`config.mk`:
```
export PLATFORM = sky130hd
export DESIGN_NAME = video_fmt_classifier
export DESIGN_NICKNAME = d
export VERILOG_FILES = /design/src/rtl/fmt_pkg.sv /design/src/rtl/frame_meter.sv /design/src/rtl/fmt_classify.sv /design/src/rtl/code_hold.sv /design/src/rtl/video_fmt_classifier.sv
export SDC_FILE = /design/constraint.sdc
export NUM_CORES = 1
export LEC_CHECK = 0
export ABC_CLOCK_PERIOD_IN_PS = 4200
export BUFFER_PORTS_ARGS = -buffer_cell sky130_fd_sc_hd__clkbuf_2
export CAP_MARGIN = 25
export CELL_PAD_IN_SITES_DETAIL_PLACEMENT = 1
export CELL_PAD_IN_SITES_GLOBAL_PLACEMENT = 1
export CORE_ASPECT_RATIO = 1.5
export CORE_MARGIN = 2
export CORE_UTILIZATION = 47
export DETAILED_ROUTE_END_ITERATION = 8
export GPL_ROUTABILITY_DRIVEN = 0
export PLACE_DENSITY = 0.85
export SLEW_MARGIN = 20
export SYNTH_ARGS = -nofsm -noshare
export SYNTH_HDL_FRONTEND = slang
export SYNTH_HIERARCHICAL = 1
export SYNTH_SLANG_ARGS = --single-unit
export TNS_END_PERCENT = 20
```
`constraint.sdc`:
```
create_clock -name clk -period 4.2 [get_ports clk]
set_clock_uncertainty 0.05 [all_clocks]
set_input_delay 0 -clock clk [delete_from_list [all_inputs] [get_ports clk]]
set_output_delay 0 -clock clk [all_outputs]
set_load 0.05 [all_outputs]
```
`src/rtl/fmt_pkg.sv`:
```
package fmt_pkg;

    localparam int MEAS_W = 12;

    localparam int LINES_720P  = 750;
    localparam int LINES_1125  = 1125;
    localparam int LINES_1250  = 1250;
    localparam int ACT_1080    = 1080;
    localparam int ACT_1035    = 1035;

    typedef enum logic [1:0] {
        RATE_60 = 2'b00,
        RATE_30 = 2'b01,
        RATE_25 = 2'b10,
        RATE_24 = 2'b11
    } rate_e;

    typedef enum logic [3:0] {
        FMT_P750_60   = 4'b0000,
        FMT_P1125_30  = 4'b0010,
        FMT_P1125_25  = 4'b0100,
        FMT_P1125_24  = 4'b0110,
        FMT_P_UNKNOWN = 4'b0111,
        FMT_I1125_30  = 4'b1000,
        FMT_I1125_25  = 4'b1010,
        FMT_I1250_25  = 4'b1100,
        FMT_I1035_30  = 4'b1110,
        FMT_I_UNKNOWN = 4'b1111
    } fmt_code_e;

    typedef struct packed {
        logic              interlaced;
        logic [MEAS_W-1:0] lines;
        logic [1:0]        rate;
        logic [MEAS_W-1:0] act;
    } frame_meas_t;

    // Maps one measured frame to its code
    function automatic fmt_code_e classify(frame_meas_t m);
        fmt_code_e c;
        if (!m.interlaced) begin
            c = FMT_P_UNKNOWN;
            if (m.lines == MEAS_W'(LINES_720P) && m.rate == RATE_60)
                c = FMT_P750_60;
            else if (m.lines == MEAS_W'(LINES_1125)) begin
                case (m.rate)
                    RATE_30: c = FMT_P1125_30;
                    RATE_25: c = FMT_P1125_25;
                    RATE_24: c = FMT_P1125_24;
                    default: c = FMT_P_UNKNOWN;
                endcase
            end
        end else begin
            c = FMT_I_UNKNOWN;
            if (m.lines == MEAS_W'(LINES_1125) && m.rate == RATE_30) begin
                if (m.act == MEAS_W'(ACT_1080))
                    c = FMT_I1125_30;
                else if (m.act == MEAS_W'(ACT_1035))
                    c = FMT_I1035_30;
            end else if (m.lines == MEAS_W'(LINES_1125) && m.rate == RATE_25)
                c = FMT_I1125_25;
            else if (m.lines == MEAS_W'(LINES_1250) && m.rate == RATE_25)
                c = FMT_I1250_25;
        end
        return c;
    endfunction

endpackage

```
`src/rtl/frame_meter.sv`:
```
module frame_meter
    import fmt_pkg::*;
#(
    parameter int LINE_W = MEAS_W
) (
    input  logic              clk,
    input  logic              rst,
    input  logic              line_stb,
    input  logic              vblank,
    input  logic              field,
    input  logic [1:0]        rate_fam,
    input  logic [LINE_W-1:0] act_lines,
    output frame_meas_t       meas_o,
    output logic              meas_vld_o
);

    localparam logic [LINE_W-1:0] CNT_MAX = '1;

    logic              prev_vb_q;
    logic              open_q;
    logic              saw_f1_q;
    logic [LINE_W-1:0] cnt_q;
    logic              boundary;

    // end of vertical blanking while the field flag is low
    assign boundary = line_stb && !vblank && !field && prev_vb_q;

    always_ff @(posedge clk) begin
        if (rst) begin
            prev_vb_q  <= 1'b0;
            open_q     <= 1'b0;
            saw_f1_q   <= 1'b0;
            cnt_q      <= '0;
            meas_vld_o <= 1'b0;
            meas_o     <= '0;
        end else begin
            meas_vld_o <= 1'b0;
            if (line_stb) begin
                prev_vb_q <= vblank;
                if (boundary) begin
                    // the first boundary only opens a measurement
                    if (open_q) begin
                        meas_o.interlaced <= saw_f1_q;
                        meas_o.lines      <= MEAS_W'(cnt_q);
                        meas_o.rate       <= rate_fam;
                        meas_o.act        <= MEAS_W'(act_lines);
                        meas_vld_o        <= 1'b1;
                    end
                    open_q   <= 1'b1;
                    cnt_q    <= LINE_W'(1);
                    saw_f1_q <= 1'b0;
                end else begin
                    if (cnt_q != CNT_MAX)
                        cnt_q <= cnt_q + LINE_W'(1);
                    if (field)
                        saw_f1_q <= 1'b1;
                end
            end
        end
    end

    // a measurement is only produced by a captured line strobe
    a_r9_meas_after_strobe: assert property (@(posedge clk) disable iff (rst)
        meas_vld_o |-> $past(line_stb));

endmodule

```
`src/rtl/fmt_classify.sv`:
```
module fmt_classify
    import fmt_pkg::*;
(
    input  frame_meas_t meas_i,
    input  logic        meas_vld_i,
    output fmt_code_e   cls_o,
    output logic        cls_vld_o
);

    assign cls_o     = classify(meas_i);
    assign cls_vld_o = meas_vld_i;

endmodule

```
`src/rtl/code_hold.sv`:
```
module code_hold
    import fmt_pkg::*;
(
    input  logic      clk,
    input  logic      rst,
    input  fmt_code_e cls_i,
    input  logic      cls_vld_i,
    output logic [3:0] code_o
);

    fmt_code_e cand_q;
    logic      cand_vld_q;
    fmt_code_e code_q;

    always_ff @(posedge clk) begin
        if (rst) begin
            cand_q     <= FMT_I_UNKNOWN;
            cand_vld_q <= 1'b0;
            code_q     <= FMT_I_UNKNOWN;
        end else if (cls_vld_i) begin
            // two matching frames in a row confirm a code
            if (cand_vld_q && cls_i == cand_q)
                code_q <= cls_i;
            cand_q     <= cls_i;
            cand_vld_q <= 1'b1;
        end
    end

    assign code_o = code_q;

    a_r1_reset_unknown: assert property (@(posedge clk) disable iff (rst)
        $past(rst) |-> code_q == FMT_I_UNKNOWN);

    a_r7_no_reserved: assert property (@(posedge clk) disable iff (rst)
        code_o[0] |-> code_o[2:1] == 2'b11);

    a_r8_hold_stable: assert property (@(posedge clk) disable iff (rst)
        !cls_vld_i |=> $stable(code_q));

endmodule

```
`src/rtl/video_fmt_classifier.sv`:
```
module video_fmt_classifier
    import fmt_pkg::*;
#(
    parameter int LINE_W = MEAS_W
) (
    input  logic              clk,
    input  logic              rst,
    input  logic              line_stb,
    input  logic              vblank,
    input  logic              field,
    input  logic [1:0]        rate_fam,
    input  logic [LINE_W-1:0] act_lines,
    output logic [3:0]        fmt_code
);

    frame_meas_t meas;
    logic        meas_vld;
    fmt_code_e   cls;
    logic        cls_vld;

    frame_meter #(.LINE_W(LINE_W)) u_meter (
        .clk        (clk),
        .rst        (rst),
        .line_stb   (line_stb),
        .vblank     (vblank),
        .field      (field),
        .rate_fam   (rate_fam),
        .act_lines  (act_lines),
        .meas_o     (meas),
        .meas_vld_o (meas_vld)
    );

    fmt_classify u_classify (
        .meas_i     (meas),
        .meas_vld_i (meas_vld),
        .cls_o      (cls),
        .cls_vld_o  (cls_vld)
    );

    code_hold u_hold (
        .clk       (clk),
        .rst       (rst),
        .cls_i     (cls),
        .cls_vld_i (cls_vld),
        .code_o    (fmt_code)
    );

endmodule

```
==> results of run 1 <==
-- cells in the final DEF, fill, tap and decap left out, drive strengths merged, types with 4 or more instances in the layout --
cell / instances
nand4: 5
nor2: 24
a21oi: 30
nor4b: 4
clkbuf: 27
nand2: 66
dlygate4sd3: 16
dfxtp: 52
inv: 10
nand3: 16
mux2i: 9
o211ai: 5
o311ai: 5
o21ai: 6
-- timing repair --
action | CTS | global route
buffers inserted | 0 | 0
hold buffers | 16 | 0
endpoints found under the hold margin | 16 | 0
gates resized for setup | 0 | 0
-- sequential cells by signal, summed over array words and instances, names as in the netlist --
register	count
u_hold/cand_q	4
u_hold/cand_vld_q	1
u_meter/meas_vld_o	1
u_hold/code_o	4
u_meter/saw_f1_q	1
u_meter/cnt_q	12
u_meter/open_q	1
u_meter/meas_o	27
u_meter/prev_vb_q	1
-- per-stage QoR --
| stage | util, % | setup WS, ps | cells | power (W) | hold WS, ps |
|---|---|---|---|---|---|
| final | 55.0 | 1580 | 398 | 0.000819 | 57.7 |
| after global routing | 55.0 | 1240 | 398 | 0.000853 | 70.5 |
| after CTS | 55.0 | 1670 | 398 | 0.000826 | 36.8 |
| after detailed placement | 50.2 | 1680 | 375 | 0.000545 | 186 |
| after global placement | 50.2 | 1780 | 375 | 0.000544 | 175 |
| after floorplan | - | 1980 | 301 | 0.000531 | 86.0 |
-- logic make-up after synthesis --
group                      after synthesis  share of synthesized area [%]
DFF                                     52                           42.3
AOI/OAI and AO/OA                       62                           16.0
muxes                                    9                           3.66
xor gates and xnor gates                 1                          0.356
and+or+nand+nor                        149                           31.1
buffers and inverters                   27                           6.09
adders and majority gates                1                          0.508
-- critical path, delay by kind of cell, from the launching register on --
family           cells  cell delay [ps]
AND/OR/NAND/NOR      3             1130
multiplexers         1              160
AO/OA/AOI/OAI        3              650
flip-flops           1              340
XOR/XNOR             1              170
-- Yosys cell counts, types with 4 or more instances --
cell type	number
sky130_fd_sc_hd__nand2_1	66
sky130_fd_sc_hd__dfxtp_1	52
sky130_fd_sc_hd__a21oi_1	30
sky130_fd_sc_hd__nor2_1	24
sky130_fd_sc_hd__nand3_1	16
sky130_fd_sc_hd__inv_1	9
sky130_fd_sc_hd__mux2i_1	9
sky130_fd_sc_hd__clkbuf_1	6
sky130_fd_sc_hd__o21ai_0	6
sky130_fd_sc_hd__o211ai_1	5
sky130_fd_sc_hd__o311ai_0	5
sky130_fd_sc_hd__buf_2	4
sky130_fd_sc_hd__nand4_1	4
-- worst min-delay path by stage --
stage,from,endpoint,cells after the start
final,line_stb,u_meter/prev_vb_q,3
after global routing,line_stb,u_meter/saw_f1_q,3
after CTS,line_stb,u_meter/prev_vb_q,3
after detailed placement,act_lines[6],u_meter/meas_o[6],3
after global placement,act_lines[6],u_meter/meas_o[6],3
after floorplan,act_lines[10],u_meter/meas_o[10],2
-- layer usage --
metal	track usage, %	share of wire [%]
met3	3.52	2.2
met2	49.0	55
met1	24.3	38
met4	12.6	4.3
met5	0	0
-- layout make-up --
| cell class | instances | area (µm²) | area share (%) |
|---|---|---|---|
| Multi-Input combinational cell | 222 | 1270 | 45.5 |
| Sequential cell | 52 | 1040 | 37.2 |
| Timing Repair Buffer | 39 | 278 | 9.94 |
| Tap cell | 68 | 85.1 | 3.04 |
| Clock buffer | 5 | 68.8 | 2.46 |
| Inverter | 10 | 37.5 | 1.34 |
| Clock inverter | 2 | 12.5 | 0.448 |
-- power groups by stage --
stage               logic [W]  registers, W  clock network (W)
global placement    0.0000323      0.000511                  0
floorplan           0.0000206      0.000510                  0
finish              0.0000467      0.000500           0.000272
detailed placement  0.0000339      0.000511                  0
global route        0.0000504      0.000500           0.000302
CTS                 0.0000455      0.000500           0.000280
==> summary.txt, run 1 <==
status: finished clean
share of async-settable or async-resettable flops after synthesis: 0%
cell accounting for the most synthesized area: sky130_fd_sc_hd__dfxtp_1
actual transition at the worst max-transition pin: 979 ps
DP Wirelength: 4320 µm
share of total power in sequential cells: 61.1%
Static Leak: 0.984 nW
fill count: 644
detailed-route via count: 2295
CP Cell Sequence: nor4b_1 > nand3_1 > a311oi_1 > o21ai_0 > xnor2_1 > o2111ai_1 > or3_1 > mux2i_1
antenna violations before repair: 0
Worst VDD drop: 0.000200 V
number of enable flip-flop cells after synthesis: 0
nets: 350
area grow syn2layout: 13.5%
initial detailed-routing violation count: 87
kind of critical path: flop to flop
internal cell power: 0.000631 W
Syn. warnings: 6
Setup Viol. Count Final: 0
number of pins with negative max-slew slack in the final report: 0
unrepaired setup endpoints after global routing: no
Final period util: 62.3%
slowest cell on the critical path: sky130_fd_sc_hd__nor4b_1
worst min path class: input port to flop
number of diodes added for antenna fixing: 0
Arrival @ worst endpoint: 2760 ps
Clk pwr share: 33.2%
prevailing post-synth register cell: sky130_fd_sc_hd__dfxtp_1
maximum fanout encountered on the critical timing path: 4
TritonCTS Sinks: 52
CTS buffer count: 5
Net Switching: 0.000187 W
max-cap check violation count: 0
count of unique library cells instantiated by Yosys: 56
terminus of the critical flop-to-flop path: u_hold/code_o[0]
CP required: 4350 ps
clock tree from TritonCTS: done
WL/cell: 16.7 µm
buffer cell driving the clock tree root: sky130_fd_sc_hd__clkbuf_8
number of detailed-routing iterations run before antenna repair: 4
maximum number of pins on one net before global-route repair: 50
count of cells along the worst register-to-register path: 8
Die Area: 5850 µm²
Setup TNS Final: 0 ps
Startpoint Class: flop
detail-routed via count per cell: 5.77
top post-synthesis cells by area: sky130_fd_sc_hd__dfxtp_1, sky130_fd_sc_hd__nand2_1, sky130_fd_sc_hd__a21oi_1, sky130_fd_sc_hd__mux2i_1, sky130_fd_sc_hd__nor2_1
Net Sw Frac: 22.9%
post-synthesis cell count: 301
Antenna Nets Post-Route: 0
Reg-to-Reg Start: u_meter/meas_o[9]
post-route cell area: 2800 µm²
number of top-level design ports: 23
Final Hold Fails: 0
Syn Std Cell Area: 2460 µm²
post-detailed-routing wire length: 6630 µm
peak clock frequency supported by timing: 0.382 GHz
vias in the first global route: 2418
logic gate share of total power: 5.7%
cell area power density: 293 nW/µm²
core region area: 5080 µm²
biggest cell delay along the critical path: 480 ps
syn_nets: 321
share of the yosys chip area belonging to registers: 42.3%
wire length of the first global-routing pass: 11400 µm
clock buffer depth: 2
top-area cell type share of the netlist area: 42.3%
clock insertion delay at the later pin of the skew report: 300 ps
Setup crit start: u_meter/meas_o[9]
CP endpoint kind: flop
Congestion Overflow GR: 0
H-tree depth reported by CTS: 2
Critical Path End: u_hold/code_o[0]
total routing resource utilization after global routing: 24.8%
share of final-layout standard cells stronger than drive strength 1: 11.8%
clock transition at the registers of the reported paths: 90 ps
Die X-Extent: 63.1 µm
initial cell density of the core: 48.4%
relative slew slack: 34.7%
Placed Instance Area: 2550 µm²
number of standard-cell rows in the floorplan: 32
flop-to-flop setup slack: 1580 ps
port bufs: 22
DRC viols: 0
Mapped Avg Cell Area: 8.18 µm²
FF+latch count, synth: 52
minimum clock period: 2620 ps
vertical die dimension: 92.7 µm
Note: power is estimated with default switching activity, not from simulation.
==> run 2, diff against run 1 <==
ABC_CLOCK_PERIOD_IN_PS = 2350   (was 4200)
CORE_UTILIZATION = 39   (was 47)
PLACE_DENSITY = 0.76   (was 0.85)
clock period = 2.35 ns   (was 4.2 ns; I/O delays follow)
==> summary.txt, run 2 (synthesized netlist as in run 1, its figures left out) <==
initial cell density of the core: 40.2% (was 48.4%)
DP Wirelength: 4620 µm (was 4320 µm)
Congestion Overflow GR: 0 (unchanged)
Setup crit start: u_meter/meas_o[25] (was u_meter/meas_o[9])
count of cells along the worst register-to-register path: 8 (unchanged)
number of detailed-routing iterations run before antenna repair: 4 (unchanged)
Setup TNS Final: 0 ps (unchanged)
post-route cell area: 3020 µm² (was 2800 µm²)
Antenna Nets Post-Route: 0 (unchanged)
area grow syn2layout: 22.8% (was 13.5%)
Setup Viol. Count Final: 0 (unchanged)
maximum number of pins on one net before global-route repair: 30 (was 50)
Regs by FF count: u_meter/meas_o x27, u_meter/cnt_q x12 (unchanged)
CP required: 2490 ps (was 4350 ps)
clock buffer depth: 2 (unchanged)
clock insertion delay at the later pin of the skew report: 290 ps (was 300 ps)
Die Area: 6980 µm² (was 5850 µm²)
post-detailed-routing wire length: 6700 µm (was 6630 µm)
TritonCTS Sinks: 52 (unchanged)
Worst VDD drop: 0.000244 V (was 0.000200 V)
clock transition at the registers of the reported paths: 90 ps (about the same)
number of top-level design ports: 23 (unchanged)
DRC viols: 0 (unchanged)
Final Hold Fails: 0 (unchanged)
fill count: 760 (was 644)
detailed-route via count: 2318 (was 2295)
maximum fanout encountered on the critical timing path: 4 (unchanged)
Placed Instance Area: 2650 µm² (was 2550 µm²)
slowest cell on the critical path: sky130_fd_sc_hd__or3_4 (was sky130_fd_sc_hd__nor4b_1)
vertical die dimension: 101 µm (was 92.7 µm)
relative slew slack: 63.1% (was 34.7%)
commonest cells after routing, fill and taps aside: sky130_fd_sc_hd__nand2_1, sky130_fd_sc_hd__dfxtp_1, sky130_fd_sc_hd__a21oi_1, sky130_fd_sc_hd__nor2_1, sky130_fd_sc_hd__clkbuf_2 (unchanged)
kind of cell adding the most delay to the critical path: simple AND/OR/NAND/NOR gates (unchanged)
terminus of the critical flop-to-flop path: u_hold/code_o[2] (was u_hold/code_o[0])
nets: 366 (was 350)
number of standard-cell rows in the floorplan: 35 (was 32)
cell area power density: 499 nW/µm² (was 293 nW/µm²)
kind of critical path: flop to flop (unchanged)
register with the most flip-flops: u_meter/meas_o (unchanged)
share of final-layout standard cells stronger than drive strength 1: 20.5% (was 11.8%)
detail-routed via count per cell: 5.51 (was 5.77)
WL/cell: 15.9 µm (was 16.7 µm)
max-cap check violation count: 0 (unchanged)
Final period util: 99.3% (was 62.3%)
number of pins with negative max-slew slack in the final report: 0 (unchanged)
CP Cell Sequence: nor4b_4 > o2111ai_1 > and3_1 > a311o_1 > nand2b_1 > o221ai_2 > or3_4 > mux2i_1 (was nor4b_1 > nand3_1 > a311oi_1 > o21ai_0 > xnor2_1 > o2111ai_1 > or3_1 > mux2i_1)
biggest cell delay along the critical path: 440 ps (was 480 ps)
vias in the first global route: 2377 (was 2418)
Worst Path Buf+Inv: 0 (unchanged)
Static Leak: 1.09 nW (was 0.984 nW)
Reg-to-Reg Start: u_meter/meas_o[25] (was u_meter/meas_o[9])
flip-flop count of the largest register after layout: 27 (unchanged)
most frequent standard cell in the layout excluding fill and tap cells: sky130_fd_sc_hd__nand2_1 (unchanged)
number of diodes added for antenna fixing: 0 (unchanged)
Final Util: 49.3% (was 55.0%)
flop-to-flop setup slack: 20 ps (was 1580 ps)
Arrival @ worst endpoint: 2480 ps (was 2760 ps)
status: finished clean (unchanged)
initial detailed-routing violation count: 52 (was 87)
number of cells on the critical path: 8 (unchanged)
worst setup timing slack at the placement stage: -109 ps (was 1680 ps)
buffer cell driving the clock tree root: sky130_fd_sc_hd__clkbuf_8 (unchanged)
wire length of the first global-routing pass: 10900 µm (was 11400 µm)
Critical Path End: u_hold/code_o[2] (was u_hold/code_o[0])
CTS buffer count: 5 (unchanged)
core region area: 6130 µm² (was 5080 µm²)
Layout Cells excl Fill: 421 (was 398)
CP endpoint kind: flop (unchanged)
antenna violations before repair: 0 (unchanged)
Die X-Extent: 68.9 µm (was 63.1 µm)
Final WS setup: 15.6 ps (was 1580 ps)
H-tree depth reported by CTS: 2 (unchanged)
actual transition at the worst max-transition pin: 548 ps (was 979 ps)
number of placed cells counting well taps: 393 (was 375)
clock tree from TritonCTS: done (unchanged)
total routing resource utilization after global routing: 20.3% (was 24.8%)
worst min path class: input port to flop (unchanged)
Startpoint Class: flop (unchanged)
peak clock frequency supported by timing: 0.428 GHz (was 0.382 GHz)
port bufs: 22 (unchanged)
minimum clock period: 2330 ps (was 2620 ps)
## run 2: changes by cell type in the layout (fill, tap and decap cells not counted), sizes merged
cell	previous run	this run
buf	1	16
dlygate4sd3	16	17
clkbuf	27	29
clkinv	1	0
## run 2: timing repair
item,in CTS,in global routing
pin swaps,0,9
gates resized for setup,2,20
setup buffers,0,3
setup endpoints to repair,4,4
endpoints found under the hold margin,16,0
hold buffers,17,0
## run 2: cell type report
| class | count | area (µm²) | area share, % |
|---|---|---|---|
| Multi-Input combinational cell | 222 | 1350 | 44.6 |
| Sequential cell | 52 | 1050 | 34.7 |
| Timing Repair Buffer | 55 | 400 | 13.2 |
| Tap cell | 74 | 92.6 | 3.06 |
| Clock buffer | 7 | 86.3 | 2.85 |
| Inverter | 10 | 37.5 | 1.24 |
| Clock inverter | 1 | 7.51 | 0.248 |
## run 2: power by group
part	internal (W)	switching, W	total, W
Combinational	0.0000441	0.0000443	0.0000884
Sequential	0.000886	0.00000682	0.000893
Clock	0.000240	0.000287	0.000527
Total	0.00117	0.000338	0.00151
## run 2: worst min-delay path by stage
stage | start | end | cells after the start
floorplan | act_lines[10] | u_meter/meas_o[10] | 2
global placement | act_lines[6] | u_meter/meas_o[6] | 3
detailed placement | act_lines[11] | u_meter/meas_o[11] | 3
CTS | line_stb | u_meter/prev_vb_q | 3
global route | line_stb | u_meter/prev_vb_q | 3
finish | line_stb | u_meter/prev_vb_q | 3
## run 2: layer usage
layer	routed length, µm	global-route usage [%]	share of wire, %
met1	2610	20.7	39
met2	3870	40.2	58
met3	110	2.89	1.6
met4	116	6.03	1.7
met5	0	0	0
## run 2: worst register-to-register path, stage by stage (launching register included)
cell                        delay [ps]
sky130_fd_sc_hd__dfxtp_2           350
sky130_fd_sc_hd__nor4b_4           380
sky130_fd_sc_hd__o2111ai_1         200
sky130_fd_sc_hd__and3_1            230
sky130_fd_sc_hd__a311o_1           290
sky130_fd_sc_hd__nand2b_1           90
sky130_fd_sc_hd__o221ai_2           80
sky130_fd_sc_hd__or3_4             440
sky130_fd_sc_hd__mux2i_1           130
## run 2: per-stage QoR
| step | hold WS, ps | total power (W) |
|---|---|---|
| 2_1_floorplan | 86.0 | 0.000949 |
| 4_1_cts | 19.1 | 0.00153 |
| 6_report | 21.8 | 0.00151 |
| 3_3_place_gp | 174 | 0.000975 |
| 3_5_place_dp | 181 | 0.000978 |
| 5_1_grt | 71.4 | 0.00157 |
